`config.mk`:
```
export PLATFORM = sky130hd
export DESIGN_NAME = page_walker
export DESIGN_NICKNAME = d
export VERILOG_FILES = /design/src/rtl/ptw_pkg.sv /design/src/rtl/ptw_mode_sel.sv /design/src/rtl/ptw_perm.sv /design/src/rtl/page_walker.sv
export SDC_FILE = /design/constraint.sdc
export NUM_CORES = 1
export LEC_CHECK = 0
export BUFFER_PORTS_ARGS = -buffer_cell sky130_fd_sc_hd__clkbuf_2
export CAP_MARGIN = 20
export CORE_MARGIN = 2
export CORE_UTILIZATION = 34
export CTS_CLUSTER_DIAMETER = 80
export DETAILED_ROUTE_END_ITERATION = 12
export GPL_ROUTABILITY_DRIVEN = 0
export GPL_TIMING_DRIVEN = 0
export PLACE_DENSITY_LB_ADDON = 0.08
export SYNTH_ARGS = -nofsm -noshare
export SYNTH_HDL_FRONTEND = slang
export SYNTH_SLANG_ARGS = --single-unit
export TNS_END_PERCENT = 1
```
`constraint.sdc`:
```
create_clock -name clk -period 4.25 [get_ports clk]
set_input_delay 0 -clock clk [delete_from_list [all_inputs] [get_ports clk]]
set_output_delay 0 -clock clk [all_outputs]
set_load 0.01 [all_outputs]
```
`src/rtl/ptw_pkg.sv`:
```
package ptw_pkg;
  localparam int XLEN = 64;

  typedef enum logic [1:0] {
    ACC_FETCH = 2'd0,
    ACC_LOAD  = 2'd1,
    ACC_STORE = 2'd2,
    ACC_RSV   = 2'd3
  } acc_t;

  typedef enum logic [1:0] {
    PRIV_U   = 2'd0,
    PRIV_S   = 2'd1,
    PRIV_RSV = 2'd2,
    PRIV_M   = 2'd3
  } priv_t;

  // entry flag positions
  localparam int PTE_V = 0;
  localparam int PTE_R = 1;
  localparam int PTE_W = 2;
  localparam int PTE_X = 3;
  localparam int PTE_U = 4;
  localparam int PTE_PPN_LSB = 10;

  // byte address of the entry selected at a given level
  function automatic logic [XLEN-1:0] pte_slot_addr(
    input logic [XLEN-1:0] base, input logic [XLEN-1:0] va,
    input int lvl, input int pg_shift, input int idx_w, input int pte_bytes);
    logic [XLEN-1:0] idx;
    idx = (va >> (pg_shift + lvl * idx_w)) & ((64'd1 << idx_w) - 64'd1);
    return base + idx * XLEN'(pte_bytes);
  endfunction

  // bits from va_bits-1 upward must be a pure sign extension
  function automatic logic va_canonical(input logic [XLEN-1:0] va, input int va_bits);
    logic [XLEN-1:0] mask;
    logic [XLEN-1:0] hi;
    mask = ~((64'd1 << (va_bits - 1)) - 64'd1);
    hi   = va & mask;
    return (hi == '0) || (hi == mask);
  endfunction

  function automatic logic in_window(input logic [XLEN-1:0] a,
                                     input logic [XLEN-1:0] base,
                                     input logic [XLEN-1:0] size);
    return (a >= base) && ((a - base) < size);
  endfunction

  function automatic logic [XLEN-1:0] join_pa(input logic [XLEN-1:0] page,
                                              input logic [XLEN-1:0] va,
                                              input int pg_shift);
    return (page << pg_shift) | (va & ((64'd1 << pg_shift) - 64'd1));
  endfunction
endpackage

```
`src/rtl/ptw_mode_sel.sv`:
```
module ptw_mode_sel
  import ptw_pkg::*;
(
  input  logic [1:0] acc_type,
  input  logic [1:0] cur_priv,
  input  logic       mprv,
  input  logic [1:0] mpp,
  input  logic       pum,
  input  logic       vm_on,
  output logic [1:0] eff_priv,
  output logic       bypass,
  output logic       protect
);
  logic is_data;
  logic [1:0] chosen;

  always_comb begin
    is_data = (acc_t'(acc_type) != ACC_FETCH);
    chosen  = (is_data && mprv) ? mpp : cur_priv;
    eff_priv = vm_on ? chosen : 2'(PRIV_M);
    bypass   = (priv_t'(eff_priv) == PRIV_M);
    protect  = is_data && pum && (priv_t'(chosen) == PRIV_S);
  end
endmodule

```
`src/rtl/ptw_perm.sv`:
```
module ptw_perm
  import ptw_pkg::*;
(
  input  logic [4:0] flags,
  input  logic [1:0] acc_type,
  input  logic       user_mode,
  input  logic       protect,
  output logic       leaf_ok
);
  logic kind_ok;
  logic owner_ok;

  always_comb begin
    unique case (acc_t'(acc_type))
      ACC_FETCH: kind_ok = flags[PTE_X];
      ACC_LOAD:  kind_ok = flags[PTE_R];
      ACC_STORE: kind_ok = flags[PTE_W];
      default:   kind_ok = 1'b0;
    endcase
    if (user_mode) owner_ok = flags[PTE_U];
    else           owner_ok = !(protect && flags[PTE_U]);
    leaf_ok = flags[PTE_V] && kind_ok && owner_ok;
  end
endmodule

```
`src/rtl/page_walker.sv`:
```
module page_walker
  import ptw_pkg::*;
#(
  parameter int LEVELS    = 3,
  parameter int IDX_W     = 9,
  parameter int PG_SHIFT  = 12,
  parameter int PTE_BYTES = 8,
  parameter int PPN_W     = 44,
  parameter logic [63:0] MEM_BASE = 64'h0000_0000_8000_0000,
  parameter logic [63:0] MEM_SIZE = 64'h0000_0000_0100_0000
)(
  input  logic        clk,
  input  logic        rst_n,
  input  logic        req_valid,
  output logic        req_ready,
  input  logic [63:0] req_vaddr,
  input  logic [1:0]  req_type,
  input  logic [1:0]  cur_priv,
  input  logic        st_mprv,
  input  logic [1:0]  st_mpp,
  input  logic        st_pum,
  input  logic        st_vm,
  input  logic [PPN_W-1:0] root_ppn,
  output logic        mem_req_valid,
  input  logic        mem_req_ready,
  output logic [63:0] mem_req_addr,
  input  logic        mem_rsp_valid,
  input  logic [63:0] mem_rsp_data,
  output logic        done,
  output logic [63:0] done_paddr,
  output logic        done_fault,
  output logic [1:0]  done_type
);
  localparam int VA_BITS = PG_SHIFT + LEVELS * IDX_W;
  localparam int LVL_W   = (LEVELS > 1) ? $clog2(LEVELS) : 1;
  localparam int PPN_HI  = PTE_PPN_LSB + PPN_W;

  typedef enum logic [1:0] {S_IDLE, S_REQ, S_WAIT, S_FIN} st_t;

  st_t              st_q;
  logic [63:0]      va_q, addr_q, pa_q;
  logic             fault_q, user_q, prot_q;
  logic [1:0]       type_q;
  logic [LVL_W-1:0] lvl_q;

  // request-side decisions
  logic [1:0]  eff_priv;
  logic        bypass, protect;
  ptw_mode_sel u_mode (
    .acc_type(req_type), .cur_priv(cur_priv), .mprv(st_mprv), .mpp(st_mpp),
    .pum(st_pum), .vm_on(st_vm), .eff_priv(eff_priv), .bypass(bypass),
    .protect(protect)
  );

  logic        accept_evt, bypass_evt, canon_fail_evt, root_oob_evt;
  logic [63:0] root_base, first_addr;
  assign accept_evt     = req_valid && (st_q == S_IDLE);
  assign root_base      = 64'(root_ppn) << PG_SHIFT;
  assign first_addr     = pte_slot_addr(root_base, req_vaddr, LEVELS - 1, PG_SHIFT, IDX_W, PTE_BYTES);
  assign bypass_evt     = accept_evt && bypass;
  assign canon_fail_evt = accept_evt && !bypass && !va_canonical(req_vaddr, VA_BITS);
  assign root_oob_evt   = accept_evt && !bypass && va_canonical(req_vaddr, VA_BITS)
                          && !in_window(first_addr, MEM_BASE, MEM_SIZE);

  // response-side decisions
  logic [63:0] pte_page, next_base, next_addr;
  logic        pte_valid, pte_table, leaf_ok;
  logic        rsp_evt, walk_down_evt, leaf_pass_evt, prot_hit_evt;
  logic        unused_pte_bits;

  assign pte_page  = 64'(mem_rsp_data[PPN_HI-1:PTE_PPN_LSB]);
  assign pte_valid = mem_rsp_data[PTE_V];
  assign pte_table = pte_valid && !mem_rsp_data[PTE_R] && !mem_rsp_data[PTE_W] && !mem_rsp_data[PTE_X];
  assign next_base = pte_page << PG_SHIFT;
  assign next_addr = pte_slot_addr(next_base, va_q, int'(lvl_q) - 1, PG_SHIFT, IDX_W, PTE_BYTES);
  assign unused_pte_bits = ^{mem_rsp_data[63:PPN_HI], mem_rsp_data[PTE_PPN_LSB-1:PTE_U+1]};

  ptw_perm u_perm (
    .flags(mem_rsp_data[PTE_U:PTE_V]), .acc_type(type_q), .user_mode(user_q),
    .protect(prot_q), .leaf_ok(leaf_ok)
  );

  assign rsp_evt       = (st_q == S_WAIT) && mem_rsp_valid;
  assign walk_down_evt = rsp_evt && pte_table && (lvl_q != '0)
                         && in_window(next_addr, MEM_BASE, MEM_SIZE);
  assign leaf_pass_evt = rsp_evt && pte_valid && !pte_table && leaf_ok;
  assign prot_hit_evt  = rsp_evt && pte_valid && !pte_table && prot_q && mem_rsp_data[PTE_U];

  always_ff @(posedge clk) begin
    if (!rst_n) begin
      st_q    <= S_IDLE;
      va_q    <= '0;
      addr_q  <= '0;
      pa_q    <= '0;
      fault_q <= 1'b0;
      user_q  <= 1'b0;
      prot_q  <= 1'b0;
      type_q  <= '0;
      lvl_q   <= '0;
    end else begin
      unique case (st_q)
        S_IDLE: if (accept_evt) begin
          va_q   <= req_vaddr;
          type_q <= req_type;
          user_q <= (priv_t'(eff_priv) == PRIV_U);
          prot_q <= protect;
          lvl_q  <= LVL_W'(LEVELS - 1);
          if (bypass_evt) begin
            pa_q <= req_vaddr; fault_q <= 1'b0; st_q <= S_FIN;
          end else if (canon_fail_evt || root_oob_evt) begin
            pa_q <= '0; fault_q <= 1'b1; st_q <= S_FIN;
          end else begin
            addr_q <= first_addr; st_q <= S_REQ;
          end
        end
        S_REQ: if (mem_req_ready) st_q <= S_WAIT;
        S_WAIT: if (rsp_evt) begin
          if (walk_down_evt) begin
            addr_q <= next_addr;
            lvl_q  <= lvl_q - 1'b1;
            st_q   <= S_REQ;
          end else if (leaf_pass_evt) begin
            pa_q <= join_pa(pte_page, va_q, PG_SHIFT); fault_q <= 1'b0; st_q <= S_FIN;
          end else begin
            pa_q <= '0; fault_q <= 1'b1; st_q <= S_FIN;
          end
        end
        default: st_q <= S_IDLE;
      endcase
    end
  end

  assign req_ready     = (st_q == S_IDLE);
  assign mem_req_valid = (st_q == S_REQ);
  assign mem_req_addr  = addr_q;
  assign done          = (st_q == S_FIN);
  assign done_paddr    = pa_q;
  assign done_fault    = fault_q;
  assign done_type     = type_q;

  // ---------------- assertions ----------------
  assert_req_hold_R11: assert property (@(posedge clk) disable iff (!rst_n)
    mem_req_valid && !mem_req_ready |=> mem_req_valid && $stable(mem_req_addr));

  assert_read_in_window_R8: assert property (@(posedge clk) disable iff (!rst_n)
    mem_req_valid |-> in_window(mem_req_addr, MEM_BASE, MEM_SIZE));

  assert_done_pulse_R10: assert property (@(posedge clk) disable iff (!rst_n)
    done |=> !done && req_ready);

  assert_bypass_result_R3: assert property (@(posedge clk) disable iff (!rst_n)
    bypass_evt |=> done && !done_fault && (done_paddr == $past(req_vaddr)));

  assert_canon_fault_R4: assert property (@(posedge clk) disable iff (!rst_n)
    canon_fail_evt |=> done && done_fault && !mem_req_valid);

  assert_user_protect_R2: assert property (@(posedge clk) disable iff (!rst_n)
    prot_hit_evt |=> done && done_fault);

  assert_no_read_while_waiting_R11: assert property (@(posedge clk) disable iff (!rst_n)
    mem_req_valid && mem_req_ready |=> !mem_req_valid);
endmodule

```
* Word level (Yosys, flattened, before mapping)
Index checks and enable logic that the tools add are counted.
** Word-level totals
- Bits in registers :: 201
- Input bits :: 186
- Word-level logic and storage cells :: 120
** Operators by class
- Add/sub/neg operators :: 7
- Multiply operators :: 1
- Order comparisons :: 4
- Equal/unequal tests :: 16
- Shifts and indexed selects :: 1
- Multiplexer cells :: 35
- Bitwise gates (word level) :: 1
- Reductions and logical operators :: 46
** Operators by type and width (number)
- 64-bit 2-to-1 mux :: 10
- 64-bit case mux with 2 select lines :: 2
- 64-bit by 25-bit less-than comparator with 1-bit output (second input constant) :: 2
- 57-bit by 32-bit subtractor with 58-bit output (second input constant) :: 2
- 56-bit by 12-bit adder with 57-bit output :: 2
- 57-bit by 32-bit >= comparator with 1-bit output (second input constant) :: 2
- 64-bit zero test :: 1
- 64-bit by 32-bit >> shifter with 9-bit output :: 1
- 56-bit 2-to-1 mux :: 1
- 56-bit by 12-bit OR with 56-bit output :: 1
- 26-bit == test (second input constant) :: 1
- 1-bit logical AND :: 24
- 2-bit 2-to-1 mux :: 11
- 2-bit inequality test (second input constant) :: 5
- 5-bit by 8-bit adder with 9-bit output (first input constant) :: 1
- 2-bit == test (second input constant) :: 4
- 1-bit zero test :: 8
- 3-bit by 5-bit multiplier with 8-bit output (second input constant) :: 1
- 1-bit 2-to-1 mux :: 7
- 2-bit by 1-bit == test with 1-bit output (second input constant) :: 3
- 2-bit zero test :: 3
- 2-bit case mux with 3 select lines :: 1
- 6-bit AND reduction :: 1
- 2-bit nonzero test :: 3
- 12 further kinds :: 14

* Depth between registers and ports, before layout
Gate-level depths: netlist (run 1).
- Depth after elaboration :: 14
- Gate-level depth with buffers :: 15
- Depth with buffers taken out :: 9

* Hierarchy
From an unflattened synthesis (run 1), not the netlist that was laid out.
** Second synthesis, totals
- Cell total of the unflattened synthesis :: 1338
- Area total of the unflattened synthesis :: 11433.5 um2
** By module, submodules not included
- page_walker :: instances 1, cells each 1321, area an instance 11310.8 um2, sequential area each 3803.6 um2
- ptw_mode_sel :: instances 1, cells each 11, area an instance 73.8 um2, sequential area each 0.0 um2
- ptw_perm :: instances 1, cells each 6, area an instance 48.8 um2, sequential area each 0.0 um2

* Worst setup path before layout (run 1)
No wires, ideal clock.
- Path kind :: flip-flop to flip-flop
- Start :: register lvl_q[0]
- End :: register addr_q[5], in the netlist mem_req_addr[5]
- Data arrival time :: 3955 ps
- Required time :: 4116 ps
- Setup slack :: 161 ps
- Stages on the path, launching flop included :: 14
- Cell sequence :: dfxtp_1 buf_1 buf_2 inv_2 ha_1 buf_1 clkbuf_1 buf_1 mux4_2 a211o_1 a21oi_1 nor3_1 a221oi_1 a211oi_1
** On the way
- Cells in the longest elaborated chain, start to end :: 11
** RTL lines
- start, declared :: line page_walker.sv:44 : logic [LVL_W-1:0] lvl_q;
- start signal, assigned :: line page_walker.sv:107 : lvl_q <= LVL_W'(LEVELS - 1);
- start signal, assigned :: line page_walker.sv:120 : lvl_q <= lvl_q - 1'b1;
- 2-bit by 1-bit subtractor with 3-bit output :: line page_walker.sv:75 : assign next_addr = pte_slot_addr(next_base, va_q, int'(lvl_q) - 1, PG_SHIFT, IDX_W, PTE_BYTES);
- 3-bit by 5-bit multiplier with 8-bit output :: line ptw_pkg.sv:31 : idx = (va >> (pg_shift + lvl * idx_w)) & ((64'd1 << idx_w) - 64'd1);
- 5-bit by 8-bit adder with 9-bit output :: line ptw_pkg.sv:31
- 64-bit by 32-bit >> shifter with 9-bit output :: line ptw_pkg.sv:31
- 56-bit by 12-bit adder with 57-bit output :: line ptw_pkg.sv:32 : return base + idx * XLEN'(pte_bytes);
- 57-bit by 32-bit subtractor with 58-bit output :: line ptw_pkg.sv:47 : return (a >= base) && ((a - base) < size);
- 64-bit by 25-bit less-than comparator with 1-bit output :: line ptw_pkg.sv:47
- 1-bit logical AND :: line ptw_pkg.sv:47
- 1-bit logical AND :: line page_walker.sv:85 : && in_window(next_addr, MEM_BASE, MEM_SIZE);
- 2-bit inequality test (no line)
- 6-bit AND reduction (no line)
- end signal, assigned :: line page_walker.sv:119 : addr_q <= next_addr;
- end, declared :: line page_walker.sv:41 : logic [63:0] va_q, addr_q, pa_q;
Several ways; a longest one is shown, not always the timed one. The select of a mux whose other input is x is not followed.
A chain may end at the register's enable or synchronous reset.

* Worst setup path after layout (run 1)
- Start :: register lvl_q[0]
- End :: register addr_q[8], in the netlist mem_req_addr[8]
The elaborated chain is that of the path after synthesis.

==> qor.yml, run 1 <==
die_x_um: 191
hold_slack_ns: 0.0147
boundaryPins: 320
worstHoldStart: "mem_rsp_data[50]"
hold-path-cell-count: 3
ys_ff_latch: 190
worstSetupEndpointType: "flip-flop"
max_stage_delay_ns: 0.62
area_growth_pct: 31.6
grt_pass1_vias: 12500
synthDistinctLibCells: 75
synthSimpleGateAreaFrac_pct: 19.3
ir_drop_mv: 0.299
ff2ff_setup_slack_ns: 0.11
cp_max_fo: 12
antenna_left: 0
first_pass_iters: 5
p_total_mw: 4.99
skew_ns: 0.0146
synth-warning-count: 0
pre_cts_ws_ns: -1.53
synth_compound_area_share_pct: 23.4
fmax_mhz: 241
rows: 68
crit_path_start_kind: "flip-flop"
synth.avg_cell_area_sq_um: 9.11
synth-edff-count: 0
cp_top_family: "buffers and inverters"
synthesis.area_sq_um: 11900
wirelength_um: 53300
seq_area_frac_synth_pct: 32.0
max_slew_margin_pct: 34.4
reg2reg_to: "mem_req_addr[8]$_SDFFE_PN0P_"
start_util_pct: 34.5
required_ns: 4.62
p_leak_nw: 5.90
cts_root_buffer: "clkbuf_16"
die-area_sq_um: 36400
fin_crit_sh_pct: 97.5
synthAdderAreaFrac_pct: 0.632
tritoncts: "done"
grt_start_max_net_pins: 19
synth_top_family_by_area: "compound AO/OA/AOI/OAI gates"
clockBufferDepth: 2
setup_viol_count_final: 0
ff2ff_path_depth: 13
synth_flop_cell: "dfxtp_1"
core_sq_um: 34500
htree_levels: 4
setup_slack_ns: 0.107
dp_hpwl_um: 41500
drive_gt1_share_pct: 29.1
tightestPinTransition_ns: 0.976
crit_slowest_cell: "clkbuf_1"
grt_overflow: 0
synthXorXnorAreaFrac_pct: 0.443
crit_path_frequent_cell: "clkbuf_1"
holdPathEnd: "done_paddr[52]$_SDFFE_PN0P_"
viasPerCell: 5.81
final_nets: 1919
cts_num_sinks: 190
synthMuxAreaShare_pct: 18.0
path_class: "reg2reg"
r2r-start: "lvl_q[0]$_SDFFE_PN0P_"
remaining_drc_errors: 0
die_y_um: 191
num_antenna_cells: 0
hp-class: "in2reg"
num-fill-cells: 3499
place.port_buffers: 292
rsz0062_at_grt: "false"
crit_buf_inv: 6
clkTransAtPathRegs_ns: 0.08
fin_util_pct: 45.3
postSynthCellCount: 1303
synthArstFlopShare_pct: 0
clk_latency_ns: 0.46
arrival_ns: 4.52
vias: 12700
grt_pass1_wl_um: 78800
grt_antenna_before_repair: 0
track_usage_pct: 29.0
fin_crit_ns: 4.14
routedWlPerCell_um: 24.3
numCtsBuffers: 17
drt_iter0_markers: 1183
hold_violations: 0
crit_chain: "buf_4 > buf_6 > inv_2 > ha_1 > clkbuf_1 > clkbuf_1 > clkbuf_1 > mux4_2 > nor2_1 > a21oi_1 > o22ai_1 > a21oi_1 > o2bb2ai_1"
outcome: "finished clean"
power.density_nw_per_um2: 319
cap_viol_max_count: 0
slew_viol_final: 0
## synthesized netlist by cell type (21+ instances only)
library cell,count,area [sq um]
clkbuf_1,81,304
nand2_1,234,878
nor4_1,26,163
nor2b_1,41,257
nor2_1,30,113
a311oi_2,42,631
dfxtp_1,190,3800
a21oi_1,99,495
a22oi_1,38,285
and2_1,21,131
mux4_2,68,1530
mux2i_1,50,500
inv_1,40,150
and3_1,34,213
## layout make-up
type / instances / area [sq um] / area share (%)
Tap cell: 455 / 569 / 3.64
Inverter: 43 / 161 / 1.03
Buffer: 121 / 591 / 3.78
Clock inverter: 13 / 145 / 0.929
Clock buffer: 19 / 443 / 2.83
Multi-Input combinational cell: 958 / 7420 / 47.5
Timing Repair Buffer: 396 / 2500 / 16.0
Sequential cell: 190 / 3800 / 24.3
## cells by family after synthesis
logic type	count (synthesis)
buf+inv	165
other cells	1
xor+xnor	6
compound gates	337
simple gates	471
flops	190
fa+ha+maj	6
mux	127
## metrics by stage
stage / instances / TNS, ns / area (sq um)
after global placement: 2060 / -63.18 / 13900
after CTS: 2195 / 0 / 15600
after detailed placement: 2060 / -61.92 / 13900
after floorplan: 1313 / 0 / 11900
final: 2195 / 0 / 15600
after global routing: 2195 / 0 / 15600
## state kept, by name, summed over array words and instances (netlist names)
register / cells
done_type: 2
done_fault: 1
va_q: 64
user_q: 1
st_q: 2
prot_q: 1
done_paddr: 64
mem_req_addr: 53
lvl_q: 2
## report_power, final
part / switching, mW / leakage [nW] / internal [mW]
clock: 0.818 / 0.290 / 0.852
combinational: 0.812 / 4.07 / 0.537
sequential: 0.108 / 1.54 / 1.86
total: 1.74 / 5.90 / 3.25
## layout by cell type, fill, tap and decap left out, drive strengths merged, types with 38 or more instances in the layout
cell / instances
inv: 50
a311oi: 62
nor2b: 41
a21oi: 99
mux2i: 50
a22oi: 38
nand2: 234
mux4: 68
dlygate4sd3: 102
clkbuf: 393
buf: 41
dfxtp: 190
## worst max path at each step
stage	depth (start not counted)	slack [ns]	endpoint	from
floorplan	13	0.16	mem_req_addr[5]$_SDFFE_PN0P_	lvl_q[0]$_SDFFE_PN0P_
global placement	13	-1.50	mem_req_addr[5]$_SDFFE_PN0P_	lvl_q[0]$_SDFFE_PN0P_
detailed placement	13	-1.53	mem_req_addr[5]$_SDFFE_PN0P_	lvl_q[0]$_SDFFE_PN0P_
CTS	15	0.05	mem_req_addr[6]$_SDFFE_PN0P_	lvl_q[0]$_SDFFE_PN0P_
global route	14	0.008	mem_req_addr[5]$_SDFFE_PN0P_	lvl_q[0]$_SDFFE_PN0P_
finish	13	0.11	mem_req_addr[8]$_SDFFE_PN0P_	lvl_q[0]$_SDFFE_PN0P_
## metal layers
layer | track usage, % | vias up | wire length, um
li1 | - | 5773 | -
met1 | 37.9 | 6265 | 22400
met4 | 10.9 | 0 | 1840
met5 | 0 | - | 0
met2 | 47.2 | 614 | 25200
met3 | 5.61 | 94 | 3910
## worst register-to-register path: stages, from the launching register on
cell and delay [ns]:
dfxtp_1 0.36, buf_4 0.23, buf_6 0.20, inv_2 0.25, ha_1 0.20, clkbuf_1 0.45
clkbuf_1 0.58, clkbuf_1 0.63, mux4_2 0.34, nor2_1 0.04, a21oi_1 0.24, o22ai_1 0.14
a21oi_1 0.27, o2bb2ai_1 0.15
## timing repair
item,in CTS,in global routing
setup buffers,2,0
hold buffers,102,0
hold endpoints to repair,100,0
setup endpoints to repair,104,40
pin swaps,1,0
gates resized for setup,18,7
Note: power is estimated with default switching activity, not from simulation.
==> run 2, diff against run 1 <==
==> constraint.sdc (replaced) <==
create_clock -name clk -period 4.25 [get_ports clk]
set_input_delay 0.85 -clock clk [delete_from_list [all_inputs] [get_ports clk]]
set_output_delay 0.85 -clock clk [all_outputs]
set_load 0.01 [all_outputs]
==> run 2 against run 1 <==
Against the previous run: worst setup slack improved by 0.041 ns; final cell count shrank 4.6%; first-iteration DRC count decreased by 0.93%; sequential power barely moved; largest cell class unchanged; sequential share of layout area is 1.7 points higher; combinational power is 6% lower; critical endpoint unchanged; global-route usage is 0.52 points lower; count of clock-buffer cells in the layout is the same.
==> qor.yml, run 2 (synthesis gave the netlist of run 1 again) <==
crit_slowest_cell: "clkbuf_1"
clockBufferDepth: 2
cts_num_sinks: 190
fin_crit_ns: 4.10
htree_levels: 4
crit_buf_inv: 6
skew_ns: 0.0133
hold_violations: 0
drt_iter0_markers: 1172
crit_path_start_kind: "flip-flop"
grt_antenna_before_repair: 0
wirelength_um: 52400
wl_met1_um: 22300
area_growth_pct: 23.0
fmax_mhz: 244
final_nets: 1817
first_pass_iters: 5
setup_viol_count_final: 0
p_leak_nw: 5.48
grt_pass1_wl_um: 76800
drive_gt1_share_pct: 31.0
antenna_left: 0
fin_cells: 2093
routedWlPerCell_um: 25.0
grt_overflow: 0
die_y_um: 191
start_util_pct: 34.5
ir_drop_mv: 0.297
place.port_buffers: 292
tritoncts: "done"
dpl-instance-area_sq_um: 13900
clkTransAtPathRegs_ns: 0.08
power.density_nw_per_um2: 336
max_slew_margin_pct: 34.1
setup_slack_ns: 0.147
required_ns: 4.62
cp_top_family: "buffers and inverters"
hold_slack_ns: 0.456
final_cell_mix: "clkbuf_2 (296), nand2_1 (234), dfxtp_1 (190)"
setup_tns_ns: 0
vias: 12400
p_total_mw: 4.91
die-area_sq_um: 36400
remaining_drc_errors: 0
dr_wl_met3_um: 3990
num-fill-cells: 3579
numCtsBuffers: 17
num_antenna_cells: 0
mostFrequentLayoutCell: "clkbuf_2"
dp_hpwl_um: 41500
cp_max_fo: 12
boundaryPins: 320
cts_root_buffer: "clkbuf_16"
hp-class: "reg2reg"
top_layer_used: "met4"
crit_chain: "buf_4 > buf_6 > inv_2 > ha_1 > clkbuf_1 > clkbuf_1 > clkbuf_1 > mux4_2 > nor2_1 > a21oi_1 > o22ai_1 > a21oi_1 > o2bb2ai_1"
path_class: "reg2reg"
dp_cells: 2060
arrival_ns: 4.47
final_area_sq_um: 14600
clk_latency_ns: 0.45
max_stage_delay_ns: 0.62
track_usage_pct: 28.5
cap_viol_max_count: 0
crit_path_frequent_cell: "clkbuf_1"
rows: 68
fin_util_pct: 42.4
viasPerCell: 5.92
route.met2.wl_um: 24500
grt_pass1_vias: 11900
core_sq_um: 34500
fin_crit_sh_pct: 96.5
outcome: "finished clean"
tightestPinTransition_ns: 0.981
die_x_um: 191
worstSetupEndpointType: "flip-flop"
slew_viol_final: 0
grt_start_max_net_pins: 19
pre_cts_ws_ns: -1.53
rsz0062_at_grt: "false"
==> run 2: cell type report <==
cell class	instances	area (sq um)	area share, %
buffer	121	591	4.04
clock buffer	19	443	3.03
clock inverter	13	145	0.994
inverter	43	161	1.11
multi-input combinational	958	7420	50.8
sequential	190	3800	26.0
tap	455	569	3.90
timing repair buffer	294	1480	10.1
==> run 2: timing repair <==
| item | in CTS | in global routing |
|---|---|---|
| hold endpoints to repair | 0 | 0 |
| endpoints found under the setup margin | 104 | 41 |
| pin swaps | 1 | 0 |
| hold buffers | 0 | 0 |
| gates resized for setup | 18 | 7 |
| setup buffers | 2 | 0 |
==> run 2: final timing paths <==
path         cells past startpoint                      endpoint             startpoint  slack [ns]
max                             13  mem_req_addr[8]$_SDFFE_PN0P_  lvl_q[0]$_SDFFE_PN0P_        0.15
min                              2           user_q$_SDFFE_PN0P_    user_q$_SDFFE_PN0P_        0.46
max reg2reg                     13  mem_req_addr[8]$_SDFFE_PN0P_  lvl_q[0]$_SDFFE_PN0P_        0.15
min reg2reg                      2           user_q$_SDFFE_PN0P_    user_q$_SDFFE_PN0P_        0.46
==> run 2: layer usage <==
metal,up-vias,global-route usage (%)
met5,-,0
met4,0,9.57
met3,83,5.61
met2,600,46.0
met1,6141,37.9
li1,5577,-
==> run 2: worst min-delay path: cells and delay by family, from the launching register on <==
| family | cells | cell delay, ns |
|---|---|---|
| AO/OA/AOI/OAI | 1 | 0.05 |
| flip-flops | 1 | 0.31 |
| AND/OR/NAND/NOR | 1 | 0.05 |
==> run 2: report_power, final <==
group,total [mW],internal (mW),switching [mW]
logic,1.27,0.476,0.798
clock network,1.67,0.852,0.815
registers,1.97,1.86,0.108
